### config.mk
export PLATFORM = sky130hd
export DESIGN_NAME = trap_return_unit
export DESIGN_NICKNAME = d
export VERILOG_FILES = /design/src/rtl/trap_return_pkg.sv /design/src/rtl/tr_legal_chk.sv /design/src/rtl/tr_state_calc.sv /design/src/rtl/trap_return_unit.sv
export SDC_FILE = /design/constraint.sdc
export NUM_CORES = 1
export LEC_CHECK = 0
export CAP_MARGIN = 20
export CORE_UTILIZATION = 29
export DETAILED_ROUTE_END_ITERATION = 8
export DONT_BUFFER_PORTS = 1
export GPL_TIMING_DRIVEN = 0
export PLACE_DENSITY = 0.52
export SLEW_MARGIN = 25
export SYNTH_ARGS = -nofsm -noshare
export SYNTH_HDL_FRONTEND = slang
export SYNTH_SLANG_ARGS = --single-unit
### constraint.sdc
create_clock -name clk -period 4.1 [get_ports clk]
set_clock_uncertainty 0.1 [all_clocks]
set_input_delay 0.41 -clock clk [delete_from_list [all_inputs] [get_ports clk]]
set_output_delay 0.41 -clock clk [all_outputs]
set_load 0.01 [all_outputs]
### src/rtl/trap_return_pkg.sv
package trap_return_pkg;

  // privilege encodings
  localparam logic [1:0] PRIV_U = 2'd0;
  localparam logic [1:0] PRIV_S = 2'd1;
  localparam logic [1:0] PRIV_M = 2'd3;

  // status word field positions
  localparam int B_SIE    = 1;
  localparam int B_MIE    = 3;
  localparam int B_SPIE   = 5;
  localparam int B_MPIE   = 7;
  localparam int B_SPP    = 8;
  localparam int B_MPP_LO = 11;
  localparam int B_MPP_HI = 12;
  localparam int B_MPRV   = 17;
  localparam int B_TSR    = 22;
  localparam int B_MPV    = 39;

  // hypervisor status word field positions
  localparam int B_SPV    = 7;
  localparam int B_VTSR   = 22;

  localparam int EXC_W = 5;
  typedef enum logic [EXC_W-1:0] {
    EXC_MISALIGN = 5'd0,
    EXC_FETCH_AF = 5'd1,
    EXC_ILLEGAL  = 5'd2,
    EXC_VIRT     = 5'd22
  } exc_code_t;

endpackage

### src/rtl/tr_legal_chk.sv
module tr_legal_chk
  import trap_return_pkg::*;
#(
  parameter int PMP_CNT_W = 7
) (
  input  logic                 is_mret,
  input  logic [1:0]           cur_priv,
  input  logic                 cur_virt,
  input  logic                 tsr_bit,
  input  logic                 vtsr_bit,
  input  logic [1:0]           mpp,
  input  logic [1:0]           epc_lo,
  input  logic                 has_c,
  input  logic                 has_pmp,
  input  logic [PMP_CNT_W-1:0] pmp_rules,
  output logic                 trap,
  output exc_code_t            code
);

  logic misalign;
  logic no_rules;

  assign misalign = !has_c && (epc_lo != 2'b00);
  assign no_rules = has_pmp && (pmp_rules == '0) && (mpp != PRIV_M);

  // ranked priority: privilege, alignment, trap bits / protection, virtual
  always_comb begin
    trap = 1'b0;
    code = EXC_ILLEGAL;
    if (is_mret) begin
      if (cur_priv != PRIV_M) begin
        trap = 1'b1;
        code = EXC_ILLEGAL;
      end else if (misalign) begin
        trap = 1'b1;
        code = EXC_MISALIGN;
      end else if (no_rules) begin
        trap = 1'b1;
        code = EXC_FETCH_AF;
      end
    end else begin
      if (cur_priv == PRIV_U) begin
        trap = 1'b1;
        code = EXC_ILLEGAL;
      end else if (misalign) begin
        trap = 1'b1;
        code = EXC_MISALIGN;
      end else if (tsr_bit && cur_priv != PRIV_M) begin
        trap = 1'b1;
        code = EXC_ILLEGAL;
      end else if (cur_virt && vtsr_bit) begin
        trap = 1'b1;
        code = EXC_VIRT;
      end
    end
  end

endmodule

### src/rtl/tr_state_calc.sv
module tr_state_calc
  import trap_return_pkg::*;
#(
  parameter int STAT_W = 64
) (
  input  logic              is_mret,
  input  logic [STAT_W-1:0] status,
  input  logic [STAT_W-1:0] hstatus,
  input  logic              cur_virt,
  input  logic              has_u,
  input  logic              has_h,
  input  logic              ver_1p12,
  output logic [STAT_W-1:0] new_status,
  output logic [STAT_W-1:0] new_hstatus,
  output logic [1:0]        new_priv,
  output logic              new_virt,
  output logic              swap
);

  logic [1:0] old_mpp;
  assign old_mpp = status[B_MPP_HI:B_MPP_LO];

  always_comb begin
    new_status  = status;
    new_hstatus = hstatus;
    new_priv    = PRIV_U;
    new_virt    = cur_virt;
    swap        = 1'b0;
    if (is_mret) begin
      new_priv                        = old_mpp;
      new_status[B_MIE]               = status[B_MPIE];
      new_status[B_MPIE]              = 1'b1;
      new_status[B_MPP_HI:B_MPP_LO]   = has_u ? PRIV_U : PRIV_M;
      new_status[B_MPV]               = 1'b0;
      if (ver_1p12 && old_mpp != PRIV_M) new_status[B_MPRV] = 1'b0;
      if (has_h) begin
        new_virt = status[B_MPV];
        swap     = status[B_MPV];
      end
    end else begin
      new_priv           = {1'b0, status[B_SPP]};
      new_status[B_SIE]  = status[B_SPIE];
      new_status[B_SPIE] = 1'b1;
      new_status[B_SPP]  = 1'b0;
      if (ver_1p12) new_status[B_MPRV] = 1'b0;
      if (has_h && !cur_virt) begin
        new_virt           = hstatus[B_SPV];
        new_hstatus[B_SPV] = 1'b0;
        swap               = hstatus[B_SPV];
      end
    end
  end

endmodule

### src/rtl/trap_return_unit.sv
module trap_return_unit
  import trap_return_pkg::*;
#(
  parameter int XLEN      = 32,
  parameter int STAT_W    = 64,
  parameter int PMP_CNT_W = 7
) (
  input  logic                 clk,
  input  logic                 rst,
  input  logic                 req_valid,
  input  logic                 req_is_mret,
  input  logic [1:0]           cur_priv,
  input  logic                 cur_virt,
  input  logic [STAT_W-1:0]    status_in,
  input  logic [STAT_W-1:0]    hstatus_in,
  input  logic [XLEN-1:0]      sepc_in,
  input  logic [XLEN-1:0]      mepc_in,
  input  logic                 has_c,
  input  logic                 has_u,
  input  logic                 has_h,
  input  logic                 has_pmp,
  input  logic [PMP_CNT_W-1:0] pmp_rules,
  input  logic                 ver_1p12,
  output logic                 done_valid,
  output logic                 exc_valid,
  output logic [4:0]           exc_code,
  output logic [STAT_W-1:0]    status_out,
  output logic [STAT_W-1:0]    hstatus_out,
  output logic [1:0]           next_priv,
  output logic                 next_virt,
  output logic [XLEN-1:0]      ret_pc,
  output logic                 swap_req
);

  logic [XLEN-1:0]   epc_sel;
  logic              trap;
  exc_code_t         code;
  logic [STAT_W-1:0] calc_status;
  logic [STAT_W-1:0] calc_hstatus;
  logic [1:0]        calc_priv;
  logic              calc_virt;
  logic              calc_swap;

  assign epc_sel = req_is_mret ? mepc_in : sepc_in;

  tr_legal_chk #(.PMP_CNT_W(PMP_CNT_W)) legal_i (
    .is_mret   (req_is_mret),
    .cur_priv  (cur_priv),
    .cur_virt  (cur_virt),
    .tsr_bit   (status_in[B_TSR]),
    .vtsr_bit  (hstatus_in[B_VTSR]),
    .mpp       (status_in[B_MPP_HI:B_MPP_LO]),
    .epc_lo    (epc_sel[1:0]),
    .has_c     (has_c),
    .has_pmp   (has_pmp),
    .pmp_rules (pmp_rules),
    .trap      (trap),
    .code      (code)
  );

  tr_state_calc #(.STAT_W(STAT_W)) calc_i (
    .is_mret     (req_is_mret),
    .status      (status_in),
    .hstatus     (hstatus_in),
    .cur_virt    (cur_virt),
    .has_u       (has_u),
    .has_h       (has_h),
    .ver_1p12    (ver_1p12),
    .new_status  (calc_status),
    .new_hstatus (calc_hstatus),
    .new_priv    (calc_priv),
    .new_virt    (calc_virt),
    .swap        (calc_swap)
  );

  always_ff @(posedge clk) begin
    if (rst) begin
      done_valid  <= 1'b0;
      exc_valid   <= 1'b0;
      exc_code    <= '0;
      status_out  <= '0;
      hstatus_out <= '0;
      next_priv   <= PRIV_M;
      next_virt   <= 1'b0;
      ret_pc      <= '0;
      swap_req    <= 1'b0;
    end else if (req_valid) begin
      done_valid <= 1'b1;
      exc_valid  <= trap;
      exc_code   <= trap ? code : '0;
      if (trap) begin
        status_out  <= status_in;
        hstatus_out <= hstatus_in;
        next_priv   <= cur_priv;
        next_virt   <= cur_virt;
        ret_pc      <= '0;
        swap_req    <= 1'b0;
      end else begin
        status_out  <= calc_status;
        hstatus_out <= calc_hstatus;
        next_priv   <= calc_priv;
        next_virt   <= calc_virt;
        ret_pc      <= epc_sel;
        swap_req    <= calc_swap;
      end
    end else begin
      done_valid <= 1'b0;
      swap_req   <= 1'b0;
    end
  end

endmodule

Word-level counts from Yosys, hierarchy flattened
Index checks and enable logic that the tools add are counted.

word-level totals
  flip-flop bits (word level) = 171
  bits in latches = 0
  RAM bits = 0
  ROM bits = 0
  input port bits = 211
  output and inout port bits = 171
  memories = 0

cells by class
  add/sub/neg operators = 0
  multipliers = 0
  divide/modulo/power cells = 0
  order comparisons = 0
  eq/ne operators = 2
  shift-type cells = 0
  mux-type cells = 44
  bitwise gates (word level) = 1
  reductions and logical operators = 13

operator list
  cell                                  count
  32-bit two-way mux                    2
  40-bit two-way mux                    1
  5-bit two-way mux                     8
  1-bit two-way mux                     27
  2-bit two-way mux                     5
  8-bit two-way mux                     1
  1-bit logical AND                     7
  7-bit zero test                       1
  2-bit != test, second input constant  2
  3-bit OR reduction                    1
  1-bit zero test                       2
  2-bit zero test                       1
  2-bit nonzero test                    1
  1-bit inverter                        1

Longest topological paths before layout
Gate-level depths: netlist of run 1.

  depth after elaboration = 8
  depth in mapped cells = 6
  mapped depth without buffers = 4

Cells and area by module
A second synthesis of run 1 with hierarchy kept.

second synthesis, totals
  cells, all modules = 884
  area total of the unflattened synthesis = 8907.3 µm²

by module, submodules not included
  module            instances  cells an instance  area an instance (µm²)
  trap_return_unit  1          721                7694.9
  tr_state_calc     1          143                1054.8
  tr_legal_chk      1          20                 157.7

Least setup slack after synthesis of run 1
Ideal clock, no wire load.

  path type = input port to flip-flop
  start point = input port status_in[22]
  end point = register ret_pc[10]
  library setup time = 86 ps
  arrival = 1698 ps
  required time = 3914 ps
  path slack = 2216 ps
  cell stages on the path = 5
  cell sequence = o21bai_2 a2111oi_4 buf_6 a32oi_1 a211oi_1

between the ends
  word-level cells in the longest chain between the ends = 6

RTL lines
  item                    line                     source
  start: declaration      trap_return_unit.sv:14   input logic [STAT_W-1:0] status_in,
  1-bit logical AND       tr_legal_chk.sv:48       end else if (tsr_bit && cur_priv != PRIV_M) begin
  1-bit two-way mux       tr_legal_chk.sv:48
  1-bit two-way mux       tr_legal_chk.sv:45       end else if (misalign) begin
  1-bit two-way mux       tr_legal_chk.sv:42       if (cur_priv == PRIV_U) begin
  1-bit two-way mux       tr_legal_chk.sv:30       if (is_mret) begin
  32-bit two-way mux      trap_return_unit.sv:91   if (trap) begin
  end signal: assignment  trap_return_unit.sv:103  ret_pc <= epc_sel;
  end: declaration        trap_return_unit.sv:31   output logic [XLEN-1:0] ret_pc,

No other way between the ends.
A chain may end at the register's enable or synchronous reset.

Worst setup path in the final report of run 1
  start point = input port pmp_rules[0]
  end point = register ret_pc[4]

between the ends
  word-level cells in the longest chain between the ends = 8

RTL lines
  item                            line                    source
  start: declaration              trap_return_unit.sv:22  input logic [PMP_CNT_W-1:0] pmp_rules,
  7-bit zero test                 tr_legal_chk.sv:24      assign no_rules = has_pmp && (pmp_rules == '0) && (mpp != PRIV_M);
  1-bit logical AND (2 in a row)  tr_legal_chk.sv:24
  1-bit two-way mux               tr_legal_chk.sv:37      end else if (no_rules) begin
  1-bit two-way mux               tr_legal_chk.sv:34      end else if (misalign) begin
  1-bit two-way mux               tr_legal_chk.sv:31      if (cur_priv != PRIV_M) begin
  1-bit two-way mux               tr_legal_chk.sv:30
  32-bit two-way mux              trap_return_unit.sv:91

No other way between the ends.

==> run metrics, run 1 <==
CTS Root Cell=clkbuf_16; post-DP HPWL=between 15 and 20 mm; pre-CTS setup slack=about 1400 ps; Final Slew Violations=0; critical path arrival=2380 ps; number of global-route vias before repair=5269; vias per inst=5.12; Post-Synth Simple-Gate Area=roughly an eighth; largest net degree at the start of global routing=20; met3 track demand over resource=about 6.6%; ys flop type=dfxtp_1; number of gates resized after CTS=0; reg2reg end=next_virt; Max VDD drop=~0.00025 V; Final ANT Viol Nets=0; length in cells of the worst reg-to-reg path=4; Hold Path Cell Cnt=2; largest family of logic cells by synthesized area=multiplexers; Synth top area share=51.8%; Die ar.=between 20000 and 25000 µm²; fraction of registers with async set/reset=0%; multi-input logic area=roughly 2900 µm²; RSZ-0062 raised after global routing=no; wirelength, routed=21.6 mm; Remaining DRCs=56; Placer Congestion=~0.76; worst hold path startpoint=hstatus_in[28]; Relative slew margins=50.3%; synth unique cells=50; complex-gate fraction of the synthesized area=between 10% and 20%; failing checks=DRC; most frequent cells in the layout=dfxtp_1, nor2_1, mux2i_1, a211oi_1; CTS tree=done; H-tree levels=4; largest cells by area after synthesis=dfxtp_1, mux2i_1, nor2_1; total power=3.84 mW; Pre-antenna DRT Iters=7; Mapped Area=6540 µm²; Req. time, crit path=4280 ps; maximum clock frequency=between 400 and 500 MHz; maximum fanout along the worst path=10; DIE WIDTH=152 µm; Crit-path slowest cell=nor4_1; Hold/Removal Path Class=in2reg; commonest non-fill, non-tap cell in the layout=dfxtp_1; total core area=22000 µm²; Syn Nets=approximately 870; Synth Instances=between 600 and 700; Worst path max stage delay=600 ps; Post-Synth Adder-Cell Area=0%; wire length per cell=22.2 µm; Final Worst Setup Slack=1900 ps; Post-synth EDFFs=0; Min Clock Period, post-route=2200 ps; hold_buf cts=0; drt first-iter violations=about 250; Tcrit/Tclk final=53.6%; row count=54; flops & latches, synth=169; die height=152 µm; Worst Path Class, Setup=in2reg; largest area contributor in the netlist=dfxtp_1; Hold EP=hstatus_out[28]; Reg2Reg Setup Slack=2820 ps; I/O Pins=382; most used routing layer=met2; TNS Setup=0 ps; initial core utilization=29.8%; worst-margin pin slew=roughly 740 ps; met2 Track Usage GR=33.6%; Leak Pwr=3.10 nW; I/O Buffers=0; Global Route Usage Sum=around 18%; global-route wire length before repair=approximately 32 mm; CTS sink cnt=approximately 170; via count=4975; global route overflow=0; register area share after synthesis=51.8%; Yosys warning total=0; initial antenna violation count=1; total CTS buffers=17; CTS Buffer Depth=2; Post-Synth XOR/XNOR Area=0%; clk_lat worst skew=~420 ps; Final setup violation count=0; CP endpoint kind=flip-flop; status=complete, but fails checks; ratio of cells with drive above 1 in the final layout=under 10%; mux share of post-synthesis cell area=18.7%; clk slew on worst S/H paths=80 ps; ordered list of cells on the worst path=nor4_1 > nand3_1 > buf_2 > a32oi_1 > a211oi_1; post-CTS setup buffer count=0; worst reg2reg startpoint=next_virt; power density over the cells=around 510 nW/µm²; Startpoint Class=input pin; Seq. cell area=3380 µm²; met1 Resource Use GR=19.2%; Max-cap violations=0; Final Hold Fails=0; filler instances=~2.3k; area grow syn2layout=15.3%; nets=888; syn avg cell area=~10 µm²
==> cells in the mapped netlist, types with 2 or more instances <==
| cell type | instances |
|---|---|
| dfxtp_1 | 169 |
| nor2_1 | 160 |
| mux2i_1 | 122 |
| a211oi_1 | 37 |
| a32oi_1 | 30 |
| clkbuf_1 | 30 |
| buf_2 | 18 |
| nand2_1 | 14 |
| a21oi_1 | 7 |
| inv_1 | 7 |
| nand3_1 | 7 |
| nor3_1 | 4 |
| buf_1 | 3 |
| buf_6 | 3 |
| o21ai_0 | 3 |
| a31oi_1 | 2 |
| a32o_1 | 2 |
| and2_1 | 2 |
| buf_4 | 2 |
| nor4_1 | 2 |
| o22ai_1 | 2 |
| o311ai_1 | 2 |
| o31ai_1 | 2 |
==> flip-flops by register name, indices dropped and copies added, names as in the netlist <==
name	cells
next_priv	2
status_out	64
hstatus_out	64
next_virt	1
swap_req	1
exc_valid	1
exc_code	3
done_valid	1
ret_pc	32
==> cell families after synthesis <==
| family | count (synthesis) |
|---|---|
| flops | 169 |
| simple gates | 200 |
| compound gates | 102 |
| buf+inv | 63 |
| other cells | 1 |
| mux | 122 |
==> area by class of cell <==
class                      instances  share of cell area, %
clock inverter                    15                   2.67
antenna                            1                 0.0332
tap                              280                   4.65
timing repair buffer               1                  0.150
sequential                       169                   44.9
multi-input combinational        425                   38.1
buffer                            56                   3.49
inverter                           7                  0.349
clock buffer                      17                   5.65
==> power breakdown <==
part           switching, mW  leakage (nW)  internal (mW)  total (mW)
combinational          0.166          1.40          0.124       0.290
sequential             0.123          1.40           1.74        1.86
clock                  0.803         0.302          0.889        1.69
total                   1.09          3.10           2.75        3.84
==> metal layers <==
| layer | routed length (µm) | share of wire, % |
|---|---|---|
| met1 | 8120 | 38 |
| met2 | 10900 | 51 |
| met3 | 1940 | 9.0 |
| met4 | 544 | 2.5 |
| met5 | 0 | 0 |
==> critical path: cells and delay by family <==
kind	cells	cell delay, ps
simple gates	2	1180
buf+inv	1	380
compound gates	2	400
==> metrics by stage <==
step	cell area, µm²	std cells	hold WS, ps	utilization (%)
2_1_floorplan	6540	657	386	-
3_3_place_gp	6890	937	419	31.4
3_5_place_dp	6900	938	423	31.4
4_1_cts	7530	970	6.25	34.3
5_1_grt	7530	971	4.63	34.3
6_report	7530	971	28.0	34.3
==> how the worst max path moves through the flow <==
stage	from	end	slack, ps	cells after the start
after detailed placement	pmp_rules[1]	ret_pc[4]	1450	5
after floorplan	status_in[22]	ret_pc[10]	2220	5
final	pmp_rules[0]	ret_pc[4]	1900	5
after global routing	pmp_rules[0]	ret_pc[4]	1720	5
after global placement	pmp_rules[1]	ret_pc[4]	890	5
after CTS	pmp_rules[1]	ret_pc[4]	1890	5
Note: power is estimated with default switching activity, not from simulation.
==> inputs of run 2 (changes only) <==
--- a/config.mk
+++ b/config.mk
@@ -5,12 +5,13 @@
 export SDC_FILE = /design/constraint.sdc
 export NUM_CORES = 1
 export LEC_CHECK = 0
+export ABC_AREA = 1
 export CAP_MARGIN = 20
 export CORE_UTILIZATION = 29
 export DETAILED_ROUTE_END_ITERATION = 8
 export DONT_BUFFER_PORTS = 1
 export GPL_TIMING_DRIVEN = 0
-export PLACE_DENSITY = 0.52
+export PLACE_DENSITY = 0.53
 export SLEW_MARGIN = 25
 export SYNTH_ARGS = -nofsm -noshare
 export SYNTH_HDL_FRONTEND = slang
==> constraint.sdc (replaced) <==
create_clock -name clk -period 1.8 [get_ports clk]
set_clock_uncertainty 0.1 [all_clocks]
set_input_delay 0.18 -clock clk [delete_from_list [all_inputs] [get_ports clk]]
set_output_delay 0.18 -clock clk [all_outputs]
set_load 0.01 [all_outputs]
==> run metrics, run 2 <==
status=complete, no violations; RSZ-0062 raised after global routing=no; maximum clock frequency=about 600 MHz; Syn Nets=1057 (+22%); syn avg cell area=7.53 µm² (-24%); Leak Pwr=4.11 nW (+33%); wirelength, routed=24.3 mm (+13%); initial core utilization=29.9% (+0.17 points); Max-cap violations=0 (unchanged); vias per inst=4.96 (-3.1%); I/O Buffers=0 (unchanged); Sw Share=28.3% (-0.11 points); post-CTS setup buffer count=0 (unchanged); Clock power frac=40.1% (-3.9 points); Final Hold Fails=0 (unchanged); global route overflow=0 (unchanged); Crit. Startpoint=req_is_mret; wire length per cell=17.9 µm (-19%); Final ANT Viol Nets=0 (unchanged); fraction of registers with async set/reset=0% (unchanged); Worst Path Class, Setup=in2reg; CTS Root Cell=clkbuf_16; ratio of cells with drive above 1 in the final layout=6.57% (-2.8 points); most frequent cell after synthesis=nand2_1; H-tree levels=4 (unchanged); flops & latches, synth=169 (unchanged); Min Clock Period, post-route=1660 ps; clk slew on worst S/H paths=70 ps (about the same); worst-margin pin slew=559 ps (-179 ps); Max VDD drop=0.000556 V (+120%); Remaining DRCs=0 (-100%); Mapped Area=6370 µm² (-2.5%); initial antenna violation count=1 (unchanged); Placer Congestion=0.847 (+11%); area grow syn2layout=45.9%; Post-Synth Simple-Gate Area=33.3% (+21 points); row count=53 (-1.9%); TNS Setup=0 ps (unchanged); DIE WIDTH=150 µm (-1.2%); most frequent cells in the layout=nand2_1, dlygate4sd3_1, dfxtp_1, nand3_1, o21ai_0; via count=6731 (+35%); total internal power=6.23 mW (+130%); Largest regs=hstatus_out x64, status_out x64, ret_pc x32; post-DP HPWL=16.3 mm (-1.5%); Synth top area share=53.1% (+1.3 points); mux share of post-synthesis cell area=0% (-19 points); Worst path max stage delay=590 ps (about the same); nets=1279 (+44%); Placed Cells=1121 (+20%); CTS tree=done; clk_lat worst skew=420 ps (about the same); Startpoint Class=input pin; Crit path top cell by count=nand2_1; Combinational Power Share=11.0% (+3.5 points); commonest non-fill, non-tap cell in the layout=nand2_1; final design utilization=43.7% (+9.4 points); Req. time, crit path=2070 ps (-2210 ps); worst hold path startpoint=status_in[22]; Die ar.=22600 µm² (-2.5%); Hold/Removal Path Class=in2reg; Post-Synth XOR/XNOR Area=0% (unchanged); global-route wire length before repair=35.9 mm (+12%); synth unique cells=31 (-38%); power density over the cells=934 nW/µm² (+83%); Post-Synth Adder-Cell Area=0% (unchanged); fin cells=1356 (+40%); pre-CTS setup slack=-96.7 ps (-1540 ps); Final setup violation count=0 (unchanged); total core area=21300 µm² (-3.1%); largest net degree at the start of global routing=17 (-15%); Pre-antenna DRT Iters=5 (-2); Switching Power=2.46 mW (+130%); Top delay family on crit path=buffers and inverters; largest area contributor in the netlist=dfxtp_1; drt first-iter violations=336 (+35%); register area share after synthesis=53.1% (+1.3 points); Relative slew margins=62.7% (+12 points); complex-gate fraction of the synthesized area=7.48% (-5.1 points); Final Slew Violations=0 (unchanged); number of global-route vias before repair=6718 (+28%); crit path buf inv count=4 (+3); worst reg2reg startpoint=status_out[11]; largest family of logic cells by synthesized area=simple AND/OR/NAND/NOR gates; Post-DP Area=6720 µm² (-2.7%); CTS Buffer Depth=2 (unchanged); CP endpoint kind=flip-flop; die height=150 µm (-1.2%); Crit-path slowest cell=dlygate4sd3_1; ys flop type=dfxtp_1; fin area=9300 µm² (+23%); CTS sink cnt=169 (unchanged); Post-synth EDFFs=0 (unchanged); Yosys warning total=0 (unchanged); total CTS buffers=17 (unchanged); Global Route Usage Sum=20.9% (+2.4 points); part of the power in registers=48.9% (+0.5 points); Synth Instances=846 (+29%); top cells by count, synth=nand2_1, dfxtp_1, nand3_1; largest cells by area after synthesis=dfxtp_1, nand2_1, nand3_1; Final Worst Setup Slack=142 ps (-1760 ps); maximum fanout along the worst path=10 (unchanged); ordered list of cells on the worst path=inv_2 > nand2_1 > nand2_1 > nand2_1 > nand2_2 > nand3_4 > inv_4 > buf_6 > nand3_1 > dlygate4sd3_1 > nand3_1; I/O Pins=382 (unchanged); Tcrit/Tclk final=between 90% and 100%; critical path arrival=1920 ps (-460 ps)
-- run 2: worst reg2reg max path, cell delays in order, from the launching register on --
cell and delay (ps):
dfxtp_1 390, nor2_1 50, nor2_1 70, o21ai_0 80, dlygate4sd3_1 560, inv_1 50
-- run 2: area by class of cell --
| cell class | instances | area, µm² |
|---|---|---|
| plain buffers | 61 | 287 |
| flip-flops and latches | 169 | 3380 |
| multi-input cells | 591 | 2610 |
| fillers | 2059 | 12000 |
| well taps | 275 | 344 |
| clock inverters | 14 | 115 |
| clock buffers | 17 | 425 |
| inverters | 25 | 96.3 |
| repair buffers | 203 | 2030 |
| diodes | 1 | 2.50 |
-- run 2: path summary, 6_finish.rpt --
kind                                         to  slack (ps)  cells after the start
worst max register to register   status_out[11]         440                      5
worst max-delay path               next_priv[1]         140                     11
worst min register to register  hstatus_out[33]         420                      2
worst min-delay path                exc_code[2]          40                      5
-- run 2: power groups by stage --
stage,clock network (mW),registers [mW],logic [mW]
after floorplan,0,4.26,0.428
after global placement,0,4.34,0.556
after detailed placement,0,4.33,0.565
after CTS,3.56,4.25,0.940
after global routing,3.72,4.27,1.06
final,3.48,4.25,0.955
-- run 2: cells by family (layout without fill, tap and decap cells) --
family / Yosys count / in the layout
other: 1 / 2
DFF: 169 / 169
and+or+nand+nor: 507 / 507
AOI/OAI and AO/OA: 83 / 83
buffers and inverters: 86 / 320
-- run 2: repair_timing --
item	CTS	global route
hold endpoints to repair	166	0
hold buffers	203	0
endpoints found under the setup margin	0	1
resized for setup	0	2
-- run 2: stage by stage --
step,power (mW),hold WS [ps]
after floorplan,4.69,183
after global placement,4.89,184
after detailed placement,4.90,187
after CTS,8.75,6.68
after global routing,9.05,55.0
final,8.69,35.0
-- run 2: layer usage --
layer	part of all wire [%]	global-route usage [%]	vias to the layer above
met4	3.1	9.39	0
met3	8.2	6.61	52
met1	40	24.0	3161
li1	-	-	3193
met2	49	35.2	325
met5	0	0	-
==> inputs of run 3 (changes only) <==
--- a/config.mk
+++ b/config.mk
@@ -12,6 +12,7 @@
 export DONT_BUFFER_PORTS = 1
 export GPL_TIMING_DRIVEN = 0
 export PLACE_DENSITY = 0.53
+export SKIP_CTS_REPAIR_TIMING = 1
 export SLEW_MARGIN = 25
 export SYNTH_ARGS = -nofsm -noshare
 export SYNTH_HDL_FRONTEND = slang
==> constraint.sdc (replaced) <==
create_clock -name clk -period 1.8 [get_ports clk]
set_clock_uncertainty 0.1 [all_clocks]
set_input_delay 0.18 -clock clk [delete_from_list [all_inputs] [get_ports clk]]
set_output_delay 0.18 -clock clk [all_outputs]
set_load 0.02 [all_outputs]
==> run metrics, run 3 (synthesis results as in run 2) <==
Die ar.=22600 µm² (unchanged); global-route wire length before repair=31.1 mm (-13%); worst reg2reg startpoint=status_out[11]; failing checks=hold timing; wirelength, routed=24.0 mm (-1.5%); I/O Pins=382 (unchanged); number of global-route vias before repair=5276 (-21%); row count=53 (unchanged); Top delay family on crit path=simple AND/OR/NAND/NOR gates; initial core utilization=29.9% (unchanged); largest net degree at the start of global routing=17 (unchanged); post-DP HPWL=16.3 mm (unchanged); Max VDD drop=0.000548 V (-1.6%); hold slack=-26.0 ps (-61.1 ps); via count=6639 (-1.4%); CP endpoint kind=flip-flop; Pre-antenna DRT Iters=4 (-1); worst hold path startpoint=req_is_mret; commonest non-fill, non-tap cell in the layout=nand2_1; Worst Path Class, Setup=in2reg; Final Hold Fails=5 (+5); Relative slew margins=64.5% (+1.8 points); most frequent cells in the layout=nand2_1, dlygate4sd3_1, dfxtp_1, nand3_1, o21ai_0; Hold/Removal Path Class=in2reg; ratio of cells with drive above 1 in the final layout=6.54% (-0.038 points); global route overflow=0 (unchanged); Reg2Reg Setup Slack=360 ps (-80 ps); pre-CTS setup slack=-96.7 ps (unchanged); total core area=21300 µm² (unchanged); area grow syn2layout=44.4%; Final setup violation count=0 (unchanged); RSZ-0062 raised after global routing=no; CTS sink cnt=169 (unchanged); status=complete, but fails checks; Largest regs=hstatus_out x64, status_out x64, ret_pc x32; Final ANT Viol Nets=0 (unchanged); Leak Pwr=4.08 nW (-0.82%); Final Worst Setup Slack=161 ps (+18.7 ps); H-tree levels=4 (unchanged); Hold Path Cell Cnt=5 (unchanged); ordered list of cells on the worst path=or2_2 > nor2_1 > nand2_1 > nand3_4 > o21ai_0 > o21ai_0 > dlygate4sd3_1 > inv_1; nets=1270 (-0.70%); CTS tree=done; total CTS buffers=17 (unchanged); CTS Root Cell=clkbuf_16; drt first-iter violations=403 (+20%); crit path buf inv count=2 (-2); critical path arrival=1860 ps (-60 ps); length in cells of the worst reg-to-reg path=5 (unchanged); Global Route Usage Sum=18.5% (-2.4 points); reg2reg end=status_out[11]; Crit path top cell by count=o21ai_0; Tcrit/Tclk final=91.0% (-1.0 points); Req. time, crit path=2020 ps (-50 ps); Placer Congestion=0.847 (unchanged); CTS Buffer Depth=2 (unchanged); Max-cap violations=0 (unchanged); Remaining DRCs=0 (unchanged); initial antenna violation count=0 (-1); Crit-path slowest cell=dlygate4sd3_1; worst-margin pin slew=532 ps (-26.8 ps); total power=8.83 mW (+1.6%); Final Slew Violations=0 (unchanged); vias per inst=4.93 (-0.63%); clk slew on worst S/H paths=70 ps (about the same); I/O Buffers=0 (unchanged); clk_lat worst skew=420 ps (about the same); Hold EP=ret_pc[0]; Min Clock Period, post-route=1640 ps (-18.7 ps); antenna cells=0 (-1); Startpoint Class=input pin; DIE WIDTH=150 µm (unchanged); die height=150 µm (unchanged); wire length per cell=17.8 µm (-0.73%); power density over the cells=960 nW/µm² (+2.7%); maximum fanout along the worst path=9 (-1); Worst path max stage delay=570 ps (-20 ps); maximum clock frequency=610 MHz (+1.1%)
==> run 3: cell type report <==
type | instances | area [µm²]
Inverter | 25 | 96.3
Clock inverter | 14 | 115
Timing Repair Buffer | 194 | 1940
Tap cell | 275 | 344
Buffer | 61 | 287
Fill cell | 2081 | 12100
Multi-Input combinational cell | 591 | 2610
Sequential cell | 169 | 3380
Clock buffer | 17 | 425
==> run 3: worst max-delay path by stage <==
stage,startpoint,endpoint,slack (ps),depth (start not counted)
after detailed placement,req_valid,status_out[50],-100,7
after global routing,pmp_rules[5],status_out[11],40,8
final,pmp_rules[5],status_out[11],160,8
after CTS,exc_code[2],exc_code[4],340,1
after global placement,req_valid,status_out[50],-80,7
after floorplan,pmp_rules[5],ret_pc[0],440,9
==> run 3: metrics by stage <==
stage          area [µm²]  util, %  setup TNS, ps  instances
6_report             9200     43.2              0       1346
5_1_grt              9200     43.2              0       1346
4_1_cts              7260     34.1              0       1152
3_5_place_dp         6720     31.5          -4580       1121
3_3_place_gp         6720     31.5          -3530       1121
2_1_floorplan        6370        -              0        846
==> run 3: where the power goes <==
group	internal (mW)	switching (mW)	total, mW
Sequential	3.96	0.454	4.42
Combinational	0.458	0.476	0.934
Clock	1.79	1.68	3.48
Total	6.22	2.61	8.83
==> run 3: tightest hold or removal path: cells and delay by family <==
| kind | cells | cell delay [ps] |
|---|---|---|
| buffers and inverters | 1 | 50 |
| and+or+nand+nor | 4 | 250 |
==> run 3: per-layer routing <==
metal  track usage [%]  share of wire, %  up-vias
li1                  -                 -     3174
met1              22.3                41     3120
met2              29.5                49      310
met3              7.42               8.0       35
met4              6.46               1.8        0
met5              1.36                 0        -
